### src/rtl/pt_walker.sv
module pt_walker #(
  parameter int VA_W  = 32,
  parameter int OFF_W = 12,
  parameter int PPN_W = 18,
  parameter int AW    = 32,
  localparam int VPN_W = VA_W - OFF_W,
  localparam int PA_W  = PPN_W + OFF_W,
  localparam int EW    = 32
) (
  input  logic            clk,
  input  logic            rst_n,
  input  logic            req,
  input  logic            is_write,
  input  logic [VA_W-1:0] vaddr,
  output logic            done,
  output logic            fault,
  output logic [PA_W-1:0] paddr,
  input  logic            base_we,
  input  logic [AW-1:0]   base_wdata,
  output logic            mem_req,
  output logic            mem_we,
  output logic [AW-1:0]   mem_addr,
  output logic [EW-1:0]   mem_wdata,
  input  logic            mem_ack,
  input  logic [EW-1:0]   mem_rdata
);
  localparam int VB = EW - 1;
  localparam int DB = EW - 2;
  localparam int RB = EW - 3;

  typedef enum logic [2:0] {IDLE, READ_PTE, CHECK, WRITE_PTE, DONE} st_t;

  st_t             st;
  logic [VA_W-1:0] va_q;
  logic            wr_q;
  logic [EW-1:0]   pte_q;
  logic [AW-1:0]   base_q, pend_q;
  logic            pend_v;

  wire vld     = pte_q[VB];
  wire rsv_nz  = |pte_q[RB-1:PPN_W];
  wire need_wb = vld & (~pte_q[RB] | (wr_q & ~pte_q[DB]) | rsv_nz);

  assign mem_req   = (st == READ_PTE) || (st == WRITE_PTE);
  assign mem_we    = (st == WRITE_PTE);
  assign mem_addr  = base_q + {{(AW-VPN_W-2){1'b0}}, va_q[VA_W-1:OFF_W], 2'b00};
  assign mem_wdata = {1'b1, pte_q[DB] | wr_q, 1'b1, {(RB-PPN_W){1'b0}}, pte_q[PPN_W-1:0]};

  assign done  = (st == DONE);
  assign fault = done & ~vld;
  assign paddr = (done & vld) ? {pte_q[PPN_W-1:0], va_q[OFF_W-1:0]} : '0;

  always_ff @(posedge clk) begin
    if (!rst_n) begin
      st    <= IDLE;
      va_q  <= '0;
      wr_q  <= 1'b0;
      pte_q <= '0;
    end else begin
      case (st)
        IDLE:
          if (req) begin
            va_q <= vaddr;
            wr_q <= is_write;
            st   <= READ_PTE;
          end
        READ_PTE:
          if (mem_ack) begin
            pte_q <= mem_rdata;
            st    <= CHECK;
          end
        CHECK:     st <= need_wb ? WRITE_PTE : DONE;
        WRITE_PTE: if (mem_ack) st <= DONE;
        default:   st <= IDLE;
      endcase
    end
  end

  always_ff @(posedge clk) begin
    if (!rst_n) begin
      base_q <= '0;
      pend_q <= '0;
      pend_v <= 1'b0;
    end else if (st == DONE) begin
      if (base_we)     base_q <= base_wdata;
      else if (pend_v) base_q <= pend_q;
      pend_v <= 1'b0;
    end else if (base_we) begin
      if (st == IDLE) base_q <= base_wdata;
      else begin
        pend_q <= base_wdata;
        pend_v <= 1'b1;
      end
    end
  end
endmodule

### config.mk
export PLATFORM = sky130hd
export DESIGN_NAME = pt_walker
export DESIGN_NICKNAME = d
export VERILOG_FILES = /design/src/rtl/pt_walker.sv
export SDC_FILE = /design/constraint.sdc
export NUM_CORES = 1
export LEC_CHECK = 0
export ABC_AREA = 1
export BUFFER_PORTS_ARGS = -buffer_cell sky130_fd_sc_hd__buf_4
export CAP_MARGIN = 20
export CELL_PAD_IN_SITES_DETAIL_PLACEMENT = 1
export CELL_PAD_IN_SITES_GLOBAL_PLACEMENT = 1
export CORE_UTILIZATION = 39
export CTS_CLUSTER_SIZE = 25
export DETAILED_ROUTE_END_ITERATION = 8
export PLACE_DENSITY = 0.83
export SETUP_SLACK_MARGIN = 0.2
export SLEW_MARGIN = 40
export SYNTH_ARGS = -nofsm -noshare
export SYNTH_HDL_FRONTEND = slang
export SYNTH_SLANG_ARGS = --single-unit
### constraint.sdc
create_clock -name clk -period 3.3 [get_ports clk]
set_input_delay 0.66 -clock clk [delete_from_list [all_inputs] [get_ports clk]]
set_output_delay 0.66 -clock clk [all_outputs]
set_load 0.02 [all_outputs]
Yosys cells after proc, flatten, opt, wreduce, memory -nomap -nowiden --
Index checks and enable logic that the tools add are counted.
Cells by class: $add $sub $neg 1, multipliers 0, div/mod/pow operators 0, order comparisons 0, eq/ne operators 7, shifts and indexed selects 0, mux-type cells 11, bitwise logic cells 13, reduce and logical (&&, ||, !) cells 13
Operators by type and width (number):
- two-way mux 32 bit | 5
- adder 32 x 22 -> 32 bit | 1
- two-way mux 30 bit | 1
- two-way mux 3 bit | 4
- one-hot mux 3 bit (4 select lines) | 1
- OR reduction 11 bit | 1
- AND reduction 3 bit | 3
- == test 3 x 2 -> 1 bit, second input constant | 2
- inverter 1 bit | 6
- AND reduction 2 bit | 3
- nonzero test 2 bit | 3
- AND 1 bit | 4
- != test 2 bit, second input constant | 2
- == test 3 x 1 -> 1 bit, second input constant | 1
- == test 3 bit, second input constant | 1
- logical NOT 3 bit | 1
- OR 1 bit | 3
- != test 2 x 1 -> 1 bit, second input constant | 1
- OR reduction 2 bit | 1
- logical OR 1 bit | 1
Storage, ports and cells: flip-flop bits (word level) 133, latch bits 0, memory bits (writable) 0, ROM bits 0, input port bits 102, output and inout bits 98, logic and storage cells 52, memories 0

Logic depth before layout (Yosys ltp) --
Gate-level depths: netlist of run 1.
word-level depth 7, gate-level depth with buffers 12, mapped depth without buffers 12

Worst setup path after synthesis of run 1 --
OpenSTA, ideal clock, no wires.
kind register to output, start point reg va_q[12], end point out mem_addr[18], arrival 1.826 ns, required time 2.640 ns, path slack 0.814 ns, cell stages (with the launch flop) 11, path buffers 0, cells stage by stage dfxtp_1 ha_1 inv_1 fa_1 inv_1 nand3_1 nand3_1 nand2_1 nand2_1 a21oi_1 xnor2_1
On the way: cells in the longest elaborated chain, start to end 1
RTL lines:
- start: declaration | line 34 | logic [VA_W-1:0] va_q;
- start signal: assignment | line 63 | va_q <= vaddr;
- adder 32 x 22 -> 32 bit | line 46 | assign mem_addr = base_q + {{(AW-VPN_W-2){1'b0}}, va_q[VA_W-1:OFF_W], 2'b00};
- end: declaration | line 22 | output logic [AW-1:0] mem_addr,
No other way between the ends.

Final worst setup path of run 1 --
start point reg base_q[10], end point out mem_addr[27]
On the way: cells in the longest elaborated chain, start to end 1
RTL lines:
- start: declaration | line 37 | logic [AW-1:0] base_q, pend_q;
- start signal: assignment | line 85 | if (base_we) base_q <= base_wdata;
- start signal: assignment | line 86 | else if (pend_v) base_q <= pend_q;
- start signal: assignment | line 89 | if (st == IDLE) base_q <= base_wdata;
- adder 32 x 22 -> 32 bit | line 46
No other way between the ends.

==> flow_summary_export.csv, run 1 <==
group,metric,value,unit
cells_and_area,design_area,9170,µm²
route,via_per_inst,5.00,
cts,htreeDepth,4,
die,start_util,0.400,
global_route,grt_pass1_vias,7623,
sta,fin_crit_sh,0.889,
cts,cts-root-buf,"clkbuf_16",
setup_path,cp.buffers_inverters,1,
outcome,violations,"DRC",
sta,hold_viol_final,0,
cells_and_area,area_delta_synth_final,26.8,%
global_route,grt_overflow_total,0,
sta,tightestPinTransition,0.773,ns
synth,synth.avg_cell_area,6.49,µm²
setup_path,startpoint_type,"flop",
sta,setup_viol,0,
run,drv_cap,0,
power,leakage,0.00444,µW
setup_path,crit_top_cell,"nand2_1",
setup_path,reg2reg_slack,1.18,ns
power,total_power,4860,µW
sta,slew_viol_final,0,
synth,syn-cell-area,7230,µm²
synth,yosysWarnings,0,
sta,slew_headroom,0.484,
synth,ys_types,30,
synth,synth_seq_area_share,0.368,
setup_path,required,2.64,ns
placement,portBuffers,186,
route,dr_total_vias,7480,
cells_and_area,layout_commonest_cell,"nand2_1",
setup_path,cp_cell_sequence,"ha_1 -> nand2_1 -> nor2_1 -> nand3_1 -> nand3b_1 -> nand2_1 -> nand2_1 -> nand2_1 -> nand2_1 -> buf_4",
setup_path,cp_top_family,"simple AND/OR/NAND/NOR gates",
synth,synthCells,1114,
cts,clock_path_buffers,2,
cts,insertion_delay,0.42,ns
cells_and_area,layout-drive-gt1-share,0.195,
cells_and_area,final_util,0.507,
sta,max_freq,341,MHz
setup_path,r2r-end,"base_q[11]",
setup_path,crit_type,"flop to output port",
placement,hpwlAfterDp,17100,µm
route,post_drt_wl_per_cell,15.7,µm
sta,layout_min_cycle_time,2.93,ns
cts,path_clk_slew,0.06,ns
power,powerDensity,530,nW/µm²
outcome,status,"finished, violations left",
cts,clock_sinks,133,
setup_path,cp-end-kind,"output port",
route,drtIter0Drc,383,
cells_and_area,nets,1377,
global_route,grt_usage,0.250,
setup_path,slowest_stage,"ha_1",
cells_and_area,final_cell_mix,"nand2_1, buf_4, nor2_1, o21ai_0, dfxtp_1",
global_route,use_met2,0.436,
die,dieWidth,138,µm
hold_path,hold_end,"va_q[7]",
sta,final.setup_skew,0.0115,ns
setup_path,path_max_fanout,4,
die,fp.dieH,138,µm
global_route,met1_usage,0.307,
setup_path,timing.rr.start,"st[0]",
hold_path,min_from,"va_q[7]",
synth,ys_seq_elements,133,
placement,finalWeightedCongestion,0.891,
cells_and_area,fill_cells,2403,
hold_path,holdCritPathClass,"flop to flop",
setup_path,r2r_cells,7,
setup_path,max_stage_delay,0.38,ns
route,ant_nets,0,
setup_path,crit_arrival,2.27,ns
sta,fin_tns_setup,0,ns
cts,cts_hold_buf,0,
placement,place_area,8580,µm²
die,ioPinCount,200,
placement,post-place-ws,0.592,ns
route,drt_drc_violations_left,44,
global_route,gr-usage-met3,0.0637,
power,irDropWorstVdd,0.381,mV
global_route,grt.busiest_layer,"met2",
die,dieArea,19100,µm²
cts,cts_tree,"done",
route,drt-total-wl,23500,µm
global_route,grt_pass1_wl,38200,µm
cts,cts_buffers,17,
hold_path,hold-path-cell-count,2,
global_route,grt_start_max_net_pins,59,
sta,setup_ws,0.368,ns
sta,rsz0062_at_grt,"no",
die,core,18100,µm²
global_route,grt_antenna_before_repair,1,
route,drt-pass1-iter-count,7,
die,rows,49,
==> what timing repair did <==
action,4_1_cts,5_1_grt
pin swaps,0,2
endpoints found under the setup margin,4,11
cloned,0,0
setup buffers,0,2
gates resized for setup,2,7
==> worst reg2reg max path, delay by kind of cell (launching register included) <==
family / cells / cell delay (ns)
buffers and inverters: 2 / 0.63
flip-flops: 1 / 0.33
AND/OR/NAND/NOR: 4 / 0.90
AO/OA/AOI/OAI: 1 / 0.19
==> per-stage QoR <==
step,hold WS (ns),std cells
6_report,0.459,1495
5_1_grt,0.462,1494
4_1_cts,0.458,1492
3_5_place_dp,0.454,1462
3_3_place_gp,0.443,1462
2_1_floorplan,0.430,1125
==> flip-flops by register name, indices dropped and copies added (netlist names) <==
register	count
pte_q	32
st	3
pend_q	32
base_q	32
pend_v	1
wr_q	1
va_q	32
==> power by group <==
group / switching, µW / leakage [µW] / internal [µW]
clock network: 741 / 0.000264 / 1070
logic: 717 / 0.00308 / 439
registers: 113 / 0.00109 / 1790
==> final cells by class <==
type	count	area [µm²]	area share
sequential	133	2660	0.290
clock inverter	11	101	0.0110
multi-input combinational	776	3690	0.403
tap	229	287	0.0312
clock buffer	19	453	0.0494
antenna	1	2.50	0.000273
timing repair buffer	196	1480	0.162
inverter	130	488	0.0532
==> per-layer routing <==
metal / vias to the layer above / wire, µm
li1: 3809 / -
met1: 3513 / 10600
met2: 133 / 11400
met3: 25 / 1140
met4: 0 / 361
met5: - / 0
==> cell families after synthesis <==
kind of cell | synth area share
other cells | 0.00104
simple gates | 0.265
buf+inv | 0.132
flops | 0.368
xor+xnor | 0.0169
fa+ha+maj | 0.0374
compound gates | 0.180
==> worst max path at each step <==
stage                     depth (start not counted)           end  slack (ns)  startpoint
after CTS                                        12  mem_addr[16]        0.23    va_q[12]
after global placement                           13  mem_addr[26]        0.68    va_q[12]
final                                            10  mem_addr[27]        0.37  base_q[10]
after detailed placement                         13  mem_addr[22]        0.59    va_q[12]
after global routing                             10  mem_addr[27]        0.21  base_q[20]
after floorplan                                  10  mem_addr[18]        0.81    va_q[12]
==> cell usage after synthesis (all sizes together) <==
cell	n	area share
a31oi	33	0.029
o21ai	144	0.10
nor3	9	0.0062
and2	3	0.0026
a21oi	69	0.048
a21o	1	0.0010
nor2	166	0.087
dfxtp	133	0.37
ha	20	0.035
conb	2	0.0010
inv	130	0.067
nand4	5	0.0043
nand3b	3	0.0031
nand3	52	0.036
or2	1	0.00087
clkbuf	38	0.020
nand2	240	0.12
buf	48	0.045
xnor2	3	0.0036
a21boi	1	0.0010
o21bai	1	0.0010
fa	1	0.0028
xor2	11	0.013
No activity file was read; power rests on OpenSTA's default activity.
==> run 2, diff against run 1 <==
CORE_UTILIZATION = 36   (was 39)
PLACE_DENSITY = 0.77   (was 0.83)
clock period = 3.09 ns   (was 3.3 ns; I/O delays follow)
==> run 2 against run 1 <==
  * The flow now finishes without violations
  * Total power is 10% higher
  * Highest routed layer unchanged
  * Wire length increased by 5.5%
  * Non-clock buffer count up 8
  * Utilization down 1.6 points
  * Largest cell class unchanged
  * Via count rose by 1.7%
  * Clock skew about the same
  * Critical path depth grew 2
  * Final cell count grew 3.0%
  * Final area rose by 4.9%
  * Worst setup slack worse by 0.13 ns
  * Worst hold slack got worse by 0.037 ns
==> flow_summary_export.csv, run 2 (same netlist as run 1, synthesis figures left out) <==
group,metric,value,unit
cts,cts_buffers,17,
sta,final.setup_skew,0.0110,ns
global_route,grt_start_max_net_pins,53,
route,post_drt_wl_per_cell,16.1,µm
cts,clock_path_buffers,2,
route,dr_total_vias,7605,
sta,slew_viol_final,0,
run,drv_cap,0,
cells_and_area,area_delta_synth_final,33.0,%
cts,path_clk_slew,0.06,ns
die,dieArea,20700,µm²
sta,setup_viol,0,
sta,hold_viol_final,0,
cts,insertion_delay,0.42,ns
setup_path,crit_arrival,2.23,ns
setup_path,cp-end-kind,"output port",
sta,tightestPinTransition,0.785,ns
hold_path,min_from,"mem_rdata[27]",
cells_and_area,n_antenna_cell,0,
route,drt-total-wl,24800,µm
cells_and_area,layout-drive-gt1-share,0.239,
placement,portBuffers,186,
cts,cts-root-buf,"clkbuf_16",
route,drtIter0Drc,296,
route,via_per_inst,4.94,
power,irDropWorstVdd,0.447,mV
setup_path,timing.rr.start,"st[0]",
die,ioPinCount,200,
die,core,19600,µm²
setup_path,crit_type,"flop to output port",
hold_path,hold-path-cell-count,3,
die,dieWidth,144,µm
placement,hpwlAfterDp,17500,µm
route,drt_drc_violations_left,0,
power,leakage,0.00449,µW
cells_and_area,seqCellArea,2680,µm²
sta,max_freq,351,MHz
cells_and_area,layout_commonest_cell,"nand2_1",
hold_path,hold_end,"pte_q[27]",
die,start_util,0.369,
global_route,grt_overflow_total,0,
hold_path,holdCritPathClass,"input port to flop",
setup_path,r2r_cells,7,
setup_path,r2r-end,"pte_q[11]",
sta,fin_tns_setup,0,ns
cts,htreeDepth,4,
die,rows,51,
sta,layout_min_cycle_time,2.85,ns
global_route,grt_pass1_wl,38700,µm
global_route,grt_usage,0.241,
sta,slew_headroom,0.476,
route,drt-pass1-iter-count,4,
setup_path,startpoint_type,"flop",
power,powerDensity,558,nW/µm²
setup_path,required,2.47,ns
cells_and_area,fill_cells,2567,
cts,cts_tree,"done",
die,fp.dieH,144,µm
setup_path,reg2reg_slack,1.06,ns
setup_path,path_max_fanout,4,
cells_and_area,nets,1385,
sta,fin_crit_sh,0.923,
cells_and_area,multi_input_area,3990,µm²
placement,finalWeightedCongestion,0.857,
cells_and_area,final_cell_mix,"nand2_1, buf_4, nor2_1, o21ai_0, inv_1",
outcome,status,"finished clean",
cts,clock_sinks,133,
sta,rsz0062_at_grt,"yes",
route,ant_nets,0,
power,total_power,5370,µW
global_route,grt_antenna_before_repair,0,
global_route,grt_pass1_vias,7581,
==> run 2: changes by cell type in the layout (fill, tap and decap cells not counted), sizes merged <==
cell,change
clkbuf,+1
buf,+8
clkinvlp,-1
clkinv,+2
diode,-1
==> run 2: how the worst max path moves through the flow <==
stage               startpoint  slack, ns      endpoint  cells past startpoint
finish                va_q[12]       0.24  mem_addr[16]                     12
global placement      va_q[12]       0.49  mem_addr[22]                     13
global route          va_q[12]       0.13  mem_addr[22]                     13
detailed placement   base_q[2]       0.44  mem_addr[22]                     13
CTS                  base_q[2]       0.20  mem_addr[22]                     13
floorplan             va_q[12]       0.65  mem_addr[18]                     10
==> run 2: per-stage QoR <==
step,setup slack [ns],hold WS (ns),instance area [µm²],std cells,utilization
after global routing,0.128,0.413,9620,1540,0.491
after global placement,0.492,0.441,8650,1500,0.441
after CTS,0.201,0.409,9300,1535,0.475
after detailed placement,0.443,0.448,8650,1500,0.441
after floorplan,0.646,0.430,7280,1125,-
final,0.238,0.422,9620,1540,0.491
==> run 2: cell type report <==
class                      count  share of cell area
clock inverter                12              0.0125
clock buffer                  20              0.0475
multi-input combinational    776               0.414
inverter                     130              0.0507
timing repair buffer         204               0.163
sequential                   133               0.278
tap                          265              0.0345
==> run 2: what timing repair did <==
item / in CTS / in global routing
pin swaps: 3 / 13
endpoints found under the setup margin: 13 / 21
gates resized for setup: 12 / 68
hold buffers: 0 / 0
cloned: 0 / 0
setup buffers: 3 / 5
==> run 2: routing by layer <==
layer  GRT usage  share of wire  vias to the layer above
li1            -              -                     3826
met1       0.299           0.44                     3603
met5           0              0                        -
met4      0.0599          0.015                        0
met3      0.0536          0.047                       22
met2       0.419           0.50                      154
==> run 2: power breakdown <==
part | switching (µW) | internal [µW]
logic | 799 | 535
clock network | 820 | 1160
registers | 142 | 1910
total | 1760 | 3610
==> run 2: critical path: stages, from the launching register on <==
cell,delay [ns]
dfxtp_2,0.36
ha_4,0.14
inv_1,0.05
fa_2,0.38
inv_2,0.07
nand3_1,0.08
nand3_2,0.11
nand2_1,0.07
nand2_2,0.10
nand3_2,0.09
a21o_1,0.18
nand2_1,0.07
buf_6,0.11
